### config.mk
export PLATFORM = sky130hd
export DESIGN_NAME = bb_xlate
export DESIGN_NICKNAME = d
export VERILOG_FILES = /design/src/rtl/bbx_pkg.sv /design/src/rtl/bbx_regs.sv /design/src/rtl/bbx_seg_decode.sv /design/src/rtl/bbx_user_map.sv /design/src/rtl/bb_xlate.sv
export SDC_FILE = /design/constraint.sdc
export NUM_CORES = 1
export LEC_CHECK = 0
export BUFFER_PORTS_ARGS = -buffer_cell sky130_fd_sc_hd__buf_2
export CORE_MARGIN = 2
export CORE_UTILIZATION = 58
export DETAILED_ROUTE_END_ITERATION = 10
export PLACE_DENSITY = 0.79
export SLEW_MARGIN = 25
export SYNTH_ARGS = -nofsm -noshare
export SYNTH_HDL_FRONTEND = slang
export SYNTH_HIERARCHICAL = 1
export SYNTH_SLANG_ARGS = --single-unit
### constraint.sdc
create_clock -name clk -period 4.3 [get_ports clk]
set_input_delay 0.86 -clock clk [delete_from_list [all_inputs] [get_ports clk]]
set_output_delay 0.86 -clock clk [all_outputs]
set_load 0.02 [all_outputs]
### src/rtl/bbx_pkg.sv
package bbx_pkg;
  typedef enum logic [1:0] {
    SEG_USER   = 2'd0,
    SEG_KWIN_C = 2'd1,
    SEG_KWIN_U = 2'd2,
    SEG_KHIGH  = 2'd3
  } seg_e;

  typedef enum logic [1:0] {
    CFG_IOFS = 2'd0,
    CFG_ILIM = 2'd1,
    CFG_DOFS = 2'd2,
    CFG_DLIM = 2'd3
  } cfg_e;

  localparam int NUM_REGS = 4;
  localparam int WIN_BITS = 3;
endpackage

### src/rtl/bbx_regs.sv
module bbx_regs #(
  parameter int ADDR_W = 32,
  parameter int NREG   = bbx_pkg::NUM_REGS,
  localparam int SEL_W = $clog2(NREG)
) (
  input  logic              clk,
  input  logic              rst_n,
  input  logic              we,
  input  logic [SEL_W-1:0]  sel,
  input  logic [ADDR_W-1:0] wdata,
  output logic [ADDR_W-1:0] regs [NREG]
);
  for (genvar g = 0; g < NREG; g++) begin : g_reg
    always_ff @(posedge clk) begin
      if (!rst_n)
        regs[g] <= '0;
      else if (we && (sel == SEL_W'(g)))
        regs[g] <= wdata;
    end
  end
endmodule

### src/rtl/bbx_seg_decode.sv
module bbx_seg_decode #(
  parameter int ADDR_W = 32
) (
  input  logic [ADDR_W-1:0] va,
  output bbx_pkg::seg_e     seg
);
  import bbx_pkg::*;
  localparam int TOP = ADDR_W - 1;

  always_comb begin
    unique casez (va[TOP -: WIN_BITS])
      3'b0??:  seg = SEG_USER;
      3'b100:  seg = SEG_KWIN_C;
      3'b101:  seg = SEG_KWIN_U;
      default: seg = SEG_KHIGH;
    endcase
  end
endmodule

### src/rtl/bbx_user_map.sv
module bbx_user_map #(
  parameter int ADDR_W = 32
) (
  input  logic [ADDR_W-1:0] va,
  input  logic              fetch,
  input  logic [ADDR_W-1:0] iofs,
  input  logic [ADDR_W-1:0] ilim,
  input  logic [ADDR_W-1:0] dofs,
  input  logic [ADDR_W-1:0] dlim,
  output logic              in_bound,
  output logic [ADDR_W-1:0] paddr
);
  function automatic logic below_limit(input logic [ADDR_W-1:0] a,
                                       input logic [ADDR_W-1:0] lim);
    return a < lim;
  endfunction

  function automatic logic [ADDR_W-1:0] relocate(input logic [ADDR_W-1:0] a,
                                                 input logic [ADDR_W-1:0] ofs);
    return a + ofs;
  endfunction

  logic [ADDR_W-1:0] sel_ofs, sel_lim;

  always_comb begin
    sel_ofs  = fetch ? iofs : dofs;
    sel_lim  = fetch ? ilim : dlim;
    in_bound = below_limit(va, sel_lim);
    paddr    = relocate(va, sel_ofs);
  end
endmodule

### src/rtl/bb_xlate.sv
module bb_xlate #(
  parameter int ADDR_W = 32
) (
  input  logic              clk,
  input  logic              rst_n,
  input  logic              cfg_we,
  input  logic [1:0]        cfg_sel,
  input  logic [ADDR_W-1:0] cfg_wdata,
  input  logic              req_valid,
  input  logic [ADDR_W-1:0] req_vaddr,
  input  logic              req_fetch,
  input  logic              req_user,
  output logic              rsp_valid,
  output logic [ADDR_W-1:0] rsp_paddr,
  output logic              rsp_cached,
  output logic              rsp_fault,
  output logic [ADDR_W-1:0] bad_vaddr
);
  import bbx_pkg::*;

  function automatic logic [ADDR_W-1:0] fold_window(input logic [ADDR_W-1:0] a);
    return {{WIN_BITS{1'b0}}, a[ADDR_W-WIN_BITS-1:0]};
  endfunction

  logic [ADDR_W-1:0] cfg_q [NUM_REGS];
  seg_e              seg;
  logic              in_bound;
  logic [ADDR_W-1:0] user_pa;
  logic              priv_viol;
  logic              bound_viol;
  logic              fault_n;
  logic              cached_n;
  logic [ADDR_W-1:0] paddr_n;

  bbx_regs #(.ADDR_W(ADDR_W), .NREG(NUM_REGS)) u_regs (
    .clk(clk), .rst_n(rst_n), .we(cfg_we), .sel(cfg_sel),
    .wdata(cfg_wdata), .regs(cfg_q)
  );

  bbx_seg_decode #(.ADDR_W(ADDR_W)) u_dec (
    .va(req_vaddr), .seg(seg)
  );

  bbx_user_map #(.ADDR_W(ADDR_W)) u_umap (
    .va(req_vaddr), .fetch(req_fetch),
    .iofs(cfg_q[CFG_IOFS]), .ilim(cfg_q[CFG_ILIM]),
    .dofs(cfg_q[CFG_DOFS]), .dlim(cfg_q[CFG_DLIM]),
    .in_bound(in_bound), .paddr(user_pa)
  );

  always_comb begin
    priv_viol  = req_user && (seg != SEG_USER);
    bound_viol = (seg == SEG_USER) && !in_bound;
    fault_n    = priv_viol || bound_viol;
    unique case (seg)
      SEG_USER:   begin paddr_n = user_pa;                cached_n = 1'b1; end
      SEG_KWIN_C: begin paddr_n = fold_window(req_vaddr); cached_n = 1'b1; end
      SEG_KWIN_U: begin paddr_n = fold_window(req_vaddr); cached_n = 1'b0; end
      default:    begin paddr_n = req_vaddr;              cached_n = 1'b1; end
    endcase
  end

  always_ff @(posedge clk) begin
    if (!rst_n) begin
      rsp_valid  <= 1'b0;
      rsp_paddr  <= '0;
      rsp_cached <= 1'b0;
      rsp_fault  <= 1'b0;
      bad_vaddr  <= '0;
    end else begin
      rsp_valid <= req_valid;
      if (req_valid) begin
        rsp_fault  <= fault_n;
        rsp_paddr  <= fault_n ? '0 : paddr_n;
        rsp_cached <= fault_n ? 1'b0 : cached_n;
        if (fault_n)
          bad_vaddr <= req_vaddr;
      end
    end
  end
endmodule

Word-level counts from Yosys, hierarchy flattened
Index checks and enable logic that the tools add are counted.

Register bits: 195. Input bits: 72.

Add/sub/neg operators: 1. $lt $le $gt $ge: 1. Equality and inequality tests: 7. Mux-type cells: 7. Bitwise logic cells: 1. Reduce and logical (&&, ||, !) cells: 13.

Operators with widths (number): 2-to-1 mux 32 bit (3); one-hot mux 32 bit (2 select lines) (1); adder 32 bit (1); < comparator 32 bit (1); equality test 2 bit (second input constant) (3); equality test 3 bit (second input constant) (2); logical AND 1 bit (6); one-hot mux 2 bit (3 select lines) (1); equality test 2 x 1 -> 1 bit (second input constant) (2); logical NOT 2 bit (2); 2-to-1 mux 1 bit (2); AND reduction 2 bit (1); nonzero test 2 bit (1); OR reduction 2 bit (1); logical NOT 1 bit (1); logical OR 1 bit (1); inverter 1 bit (1).

Depth between registers and ports, before layout
Gate-level depths: netlist (run 1).

Depth after elaboration: 6. Depth in mapped cells: 16.

Cells and area by module
The synthesis (run 1) kept the hierarchy.

Modules (own cells, without submodules): bbx_regs (instances 1, cells an instance 453, area an instance 4792.1 µm²); bbx_user_map (instances 1, cells an instance 359, area an instance 2981.6 µm²); bb_xlate (instances 1, cells an instance 307, area an instance 2756.4 µm²); bbx_seg_decode (instances 1, cells an instance 3, area an instance 18.8 µm²).

Least setup slack after synthesis (run 1)
Ideal clock, no wire load.

Path kind: in2reg. From: input req_fetch. To: register rsp_paddr[30]. Data arrival time: 3.916 ns. Path slack: 0.309 ns. Cell stages on the path: 15. Path buffers: 2. Path through: buf_2 buf_1 mux2_2 ha_1 fa_1 a21o_1 a31oi_1 o21ai_1 o21ai_1 a21oi_1 a41oi_1 xnor2_1 nand3b_1 a31oi_1 a21boi_0.

Elaborated cells between the ends (all ways): 9.

RTL lines: start, declared (RTL line bb_xlate.sv:11) `input logic req_fetch,`; 2-to-1 mux 32 bit (RTL line bbx_user_map.sv:26) `sel_ofs = fetch ? iofs : dofs;`; adder 32 bit (RTL line bbx_user_map.sv:20) `return a + ofs;`; net user_pa[30] (RTL line bb_xlate.sv:28) `logic [ADDR_W-1:0] user_pa;`; one-hot mux 32 bit (2 select lines) (RTL line bb_xlate.sv:55) `unique case (seg)`; 2-to-1 mux 32 bit (RTL line bb_xlate.sv:74) `rsp_paddr <= fault_n ? '0 : paddr_n;`; end signal, assigned (RTL line bb_xlate.sv:74); end, declared (RTL line bb_xlate.sv:14) `output logic [ADDR_W-1:0] rsp_paddr,`.

The timed path passes the listed nets, and every way through them passes these cells. A chain may end at the register's enable or synchronous reset.

Final worst setup path (run 1)
From: input req_fetch. To: register rsp_paddr[1].

Word-level cells in the longest chain between the ends: 6. Elaborated cells between the ends (all ways): 9.

RTL lines: 2-to-1 mux 32 bit (RTL line bbx_user_map.sv:27) `sel_lim = fetch ? ilim : dlim;`; < comparator 32 bit (RTL line bbx_user_map.sv:15) `return a < lim;`; net in_bound (RTL line bb_xlate.sv:27) `logic in_bound;`; logical NOT 1 bit (RTL line bb_xlate.sv:53) `bound_viol = (seg == SEG_USER) && !in_bound;`; logical AND 1 bit (RTL line bb_xlate.sv:53); logical OR 1 bit (RTL line bb_xlate.sv:54) `fault_n = priv_viol || bound_viol;`; 2-to-1 mux 32 bit (RTL line bb_xlate.sv:74).

The timed path passes the listed nets, and every way through them passes these cells.

==> results.json, run 1 <==
{
  "dr.pass1.iters": 5,
  "row_count": 49,
  "final_antenna_net_count": 0,
  "synth_edf_count": 0,
  "synth_seq_cells": 195,
  "routedWlPerCell_microns": 17.2,
  "drive_above_1_share_pct": 19.1,
  "skew_ps": 15.8,
  "cts_setup_buffers": 0,
  "tightest_slew_ps": 905,
  "via_per_inst": 5.78,
  "gp_congestion": 0.959,
  "syn-num-nets": 1260,
  "final_net_count": 1365,
  "slew-limit-headroom_pct": 39.7,
  "worst_setup_path_start_kind": "primary input",
  "min_period_ps": 3680,
  "yosys_warnings": 6,
  "synthToLayoutAreaGrowth_pct": 11.4,
  "synth_top_area_cell": "dfxtp_1",
  "endpoint_kind": "flop",
  "diodes": 0,
  "holdCritPathClass": "reg -> reg",
  "synthTopCellsByArea": "dfxtp_1, mux2i_1, nand2_1",
  "drt_iter0_markers": 784,
  "crit_chain": "buf_2, buf_12, buf_4, mux2i_1, ha_1, a21o_1, a21o_1, a21oi_1, nor2_1, a2111oi_0, o21bai_1, a211oi_1, and2_4, o21ai_2, buf_4, o21ai_1",
  "outcome": "completed",
  "drv_cap": 0,
  "critPathMaxStageDelay_ps": 420,
  "synth_top_cell_area_share_pct": 37.0,
  "port_buffers": 138,
  "cts_buffers": 17,
  "fill_cells": 1452,
  "hold_violations": 0,
  "antenna_found_initial": 0,
  "synth.distinct_cells": 70,
  "htree_num_levels": 4,
  "start_util_pct": 58.9,
  "crit_slowest_cell": "a2111oi_0",
  "fp.coreArea_sq_um": 17900,
  "root_buffer": "clkbuf_16",
  "clk_latency_ps": 450,
  "setup_viol": 0,
  "grt_max_degree": 199,
  "path_class": "in -> reg",
  "grt_overflow_total": 0,
  "clkSlewWorstSetupHoldPaths_ps": 60,
  "grt_pass1_wl_mm": 40.7,
  "power_density_nw_per_um2": 350,
  "ys.flop_type": "dfxtp_1",
  "dp_hpwl_mm": 18.4,
  "tns_ps": 0,
  "dieArea_sq_um": 19300,
  "power.leakage_nw": 5.63,
  "ctsLongestPathBuffers": 2,
  "pin_count": 139,
  "ir_drop_mv": 0.296,
  "finalMaxSlewViolations": 0,
  "synth_area_per_cell_sq_um": 9.40,
  "drt-total-wl_mm": 25.3,
  "syn_area_sq_um": 10500,
  "cts_tree": "done",
  "seq_area_frac_synth_pct": 37.0,
  "grtUsageTotal_pct": 25.9,
  "syn_inst": 1122,
  "rsz0062_at_grt": "false",
  "synth-async-reset-ratio_pct": 0,
  "routed-via-count": 8486,
  "seqCellArea_sq_um": 3900,
  "period_share_pct": 85.5,
  "crit_arrival_ps": 4030,
  "required_ps": 4650,
  "yosysMostFrequentCell": "nand2_1",
  "multi_input_area_sq_um": 6140,
  "drc": 0,
  "timing.fmax_mhz": 272,
  "cts_hold_repair.buffers": 0,
  "fp.dieW_microns": 139,
  "die_h_microns": 139,
  "cp_max_fo": 29,
  "postCtsResizedCells": 0,
  "synth_common_cells": "nand2_1, dfxtp_1, mux2i_1, ha_1, o21ai_1",
  "clock-sinks": 195,
  "utilization_pct": 65.7,
  "grt_pass1_vias": 7994,
  "hold-worst-slack_ps": 446
}
[where the power goes]
part	switching, mW	internal [mW]
Combinational	0.426	0.281
Clock	0.726	0.763
Sequential	0.0388	1.88
[metrics by stage]
| step | cell area [sq um] | power, mW | instances | worst slack [ps] |
|---|---|---|---|---|
| 3_5_place_dp | 11200 | 2.66 | 1437 | 287 |
| 5_1_grt | 11800 | 4.29 | 1468 | 538 |
| 2_1_floorplan | 10500 | 2.47 | 1122 | 309 |
| 4_1_cts | 11800 | 4.13 | 1468 | 719 |
| 3_3_place_gp | 11200 | 2.65 | 1437 | 345 |
| 6_report | 11800 | 4.12 | 1468 | 624 |
[worst paths after layout]
path              cells past startpoint  slack, ps             from       endpoint
hold reg to reg                       2        450     rsp_paddr[4]   rsp_paddr[4]
setup / recovery                     16        620        req_fetch   rsp_paddr[1]
hold / removal                        2        450     rsp_paddr[4]   rsp_paddr[4]
setup reg to reg                     13       1160  u_regs/regs[32]  rsp_paddr[30]
[kinds of logic after synthesis]
| kind of cell | after synthesis | synth area share, % |
|---|---|---|
| xor gates and xnor gates | 30 | 2.49 |
| muxes | 224 | 21.6 |
| adders and majority gates | 66 | 7.90 |
| and+or+nand+nor | 346 | 13.9 |
| buffers and inverters | 76 | 5.02 |
| DFF | 195 | 37.0 |
| AOI/OAI and AO/OA | 185 | 12.1 |
[placed cells by master (no fill, tap or decap), types with 5 or more instances in the layout]
master / n
ha_1: 65
a211oi_1: 9
nor2_1: 15
and3_1: 5
o21bai_1: 5
nor3_1: 6
dfxtp_1: 195
nand3_1: 7
clkinv_2: 5
o211ai_1: 6
xor2_1: 11
nand4_1: 9
mux2i_1: 193
o21ai_0: 14
a22oi_1: 29
nand2b_1: 8
nor2b_1: 5
inv_1: 8
buf_4: 13
a21oi_1: 26
a31oi_1: 8
a21o_1: 19
o21ai_1: 34
clkbuf_16: 17
mux2_2: 31
xnor2_1: 19
nand2_1: 270
buf_2: 137
[metal layers]
metal / wire (microns) / vias up / GRT usage, %
met5: 0 / - / 0
met4: 386 / 0 / 6.75
met3: 1070 / 29 / 4.35
met2: 11100 / 246 / 39.5
met1: 12800 / 4030 / 38.0
li1: - / 4181 / -
[flip-flops by register name, summed over array words and instances, names as in the netlist]
| register | count |
|---|---|
| bad_vaddr | 32 |
| rsp_cached | 1 |
| rsp_fault | 1 |
| rsp_paddr | 32 |
| rsp_valid | 1 |
| u_regs/regs | 128 |
[area by class of cell]
type / instances / area share, %
clock buffer: 18 / 3.74
tap: 229 / 2.44
clock inverter: 13 / 0.852
timing repair buffer: 154 / 7.27
sequential: 195 / 33.2
multi-input combinational: 851 / 52.2
inverter: 8 / 0.255
[critical path, delay by kind of cell]
family / cells / cell delay, ps
mux: 1 / 150
simple gates: 2 / 320
compound gates: 8 / 1660
buf+inv: 4 / 790
fa+ha+maj: 1 / 200
Note: power is estimated with default switching activity, not from simulation.
==> run 2, diff against run 1 <==
--- a/config.mk
+++ b/config.mk
@@ -10,6 +10,7 @@
 export CORE_UTILIZATION = 58
 export DETAILED_ROUTE_END_ITERATION = 10
 export PLACE_DENSITY = 0.79
+export RECOVER_POWER = 50
 export SLEW_MARGIN = 25
 export SYNTH_ARGS = -nofsm -noshare
 export SYNTH_HDL_FRONTEND = slang
==> results.json, run 2 (same netlist as run 1, synthesis figures left out) <==
{
  "port_buffers": 138,
  "fp.coreArea_sq_um": 17900,
  "dp_hpwl_mm": 18.4,
  "reg2reg_from": "u_regs/regs[32]",
  "swShare_pct": 29.0,
  "grt_overflow_total": 0,
  "cp_max_fo": 29,
  "clock-sinks": 195,
  "dp.cells": 1437,
  "endpoint": "rsp_paddr[1]",
  "finalNonFillerCells": 1468,
  "final_net_count": 1365,
  "slew-limit-headroom_pct": -38.9,
  "clkPwrFrac_pct": 36.2,
  "drt_iter0_markers": 766,
  "largest_reg_flops": 128,
  "reg_top3": "u_regs/regs (128), bad_vaddr (32), rsp_paddr (32)",
  "crit_arrival_ps": 4030,
  "seqPwrFrac_pct": 46.8,
  "final_common_cell": "nand2_1",
  "clk_latency_ps": 450,
  "multi_input_area_sq_um": 6140,
  "holdCritPathClass": "reg -> reg",
  "seqCellArea_sq_um": 3900,
  "finalMaxSlewViolations": 199,
  "clkSlewWorstSetupHoldPaths_ps": 60,
  "start_util_pct": 58.9,
  "worst_setup_path_start_kind": "primary input",
  "drc": 0,
  "grt_max_degree": 199,
  "cts_hold_repair.buffers": 0,
  "routedWlPerCell_microns": 17.3,
  "cp-startpoint": "req_fetch",
  "reg2reg_slack_ps": 1150,
  "htree_num_levels": 4,
  "mostFrequentLayoutCells": "nand2_1, dfxtp_1, mux2i_1",
  "p_comb_share_pct": 17.0,
  "fill_cells": 1495,
  "worstRegToRegCells": 13,
  "violations": "max-capacitance violations, max-slew violations",
  "grt_pass1_wl_mm": 40.7,
  "gp_congestion": 0.959,
  "top_register": "u_regs/regs",
  "final_antenna_net_count": 0,
  "dieArea_sq_um": 19300,
  "via_per_inst": 5.76,
  "path_class": "in -> reg",
  "worstHoldStart": "rsp_paddr[4]",
  "drv_cap": 1,
  "diodes": 0,
  "postCtsResizedCells": 0,
  "dr.pass1.iters": 7,
  "power_density_nw_per_um2": 353,
  "drt-total-wl_mm": 25.4,
  "tns_ps": 0,
  "cts_buffers": 17,
  "root_buffer": "clkbuf_16",
  "routed-via-count": 8455,
  "skew_ps": 21.5,
  "die_h_microns": 139,
  "hold_violations": 0,
  "setup_viol": 0,
  "cts_setup_buffers": 0,
  "rr_endpoint": "rsp_paddr[30]",
  "ir_drop_mv": 0.296,
  "period_share_pct": 85.7,
  "tightest_slew_ps": 2080,
  "cts_tree": "done",
  "outcome": "complete, but fails checks",
  "required_ps": 4650,
  "synthToLayoutAreaGrowth_pct": 10.5,
  "drive_above_1_share_pct": 13.7,
  "ctsLongestPathBuffers": 2,
  "grt_pass1_vias": 7994,
  "antenna_found_initial": 0,
  "rsz0062_at_grt": "false",
  "switchingPower_mw": 1.19,
  "min_period_ps": 3680,
  "pin_count": 139,
  "endpoint_kind": "flop",
  "power.leakage_nw": 5.34,
  "power.internal_mw": 2.92,
  "grtUsageTotal_pct": 25.9,
  "row_count": 49,
  "fp.dieW_microns": 139,
  "timing.fmax_mhz": 271,
  "hold-worst-slack_ps": 449
}
[run 2: cell count changes in the layout (fill, tap and decap cells not counted), sizes merged]
cell	change
buf	-68
clkbuf	+68
[run 2: final cells by class]
cell class | count | share of cell area [%]
multi-input combinational | 851 | 52.7
clock buffer | 18 | 3.77
tap | 229 | 2.46
sequential | 195 | 33.5
inverter | 8 | 0.258
clock inverter | 13 | 0.859
timing repair buffer | 154 | 6.50
[run 2: worst min path at each step]
stage	endpoint	cells past startpoint
2_1_floorplan	u_regs/regs[100]	2
3_3_place_gp	rsp_paddr[8]	2
3_5_place_dp	rsp_paddr[4]	2
4_1_cts	rsp_paddr[4]	2
5_1_grt	rsp_paddr[22]	2
6_report	rsp_paddr[4]	2
[run 2: through the flow]
| stage | cell area, sq um | worst slack [ps] | power, mW | util, % |
|---|---|---|---|---|
| after floorplan | 10500 | 309 | 2.47 | - |
| after global placement | 11200 | 345 | 2.65 | 62.6 |
| after detailed placement | 11200 | 287 | 2.66 | 62.6 |
| after CTS | 11800 | 719 | 4.13 | 65.7 |
| after global routing | 11700 | 526 | 4.28 | 65.1 |
| final | 11700 | 615 | 4.11 | 65.1 |
[run 2: worst max-delay path, cell delays in order]
cell,delay [ps]
buf_2,110
buf_12,200
buf_4,240
mux2i_1,150
ha_1,200
a21o_1,180
a21o_1,170
a21oi_1,150
nor2_1,70
a2111oi_0,420
o21bai_1,140
a211oi_1,350
and2_4,260
o21ai_2,50
buf_4,240
o21ai_1,200
[run 2: power by group through the flow]
stage | registers, mW | clock network [mW] | logic, mW
2_1_floorplan | 2.00 | 0 | 0.471
3_3_place_gp | 1.96 | 0 | 0.684
3_5_place_dp | 1.96 | 0 | 0.697
4_1_cts | 1.92 | 1.51 | 0.701
5_1_grt | 1.93 | 1.59 | 0.760
6_report | 1.92 | 1.49 | 0.698
[run 2: routing by layer]
metal | GRT usage, % | share of wire (%)
met1 | 38.0 | 50
met2 | 39.5 | 43
met3 | 4.35 | 5.1
met4 | 6.75 | 1.5
met5 | 0 | 0
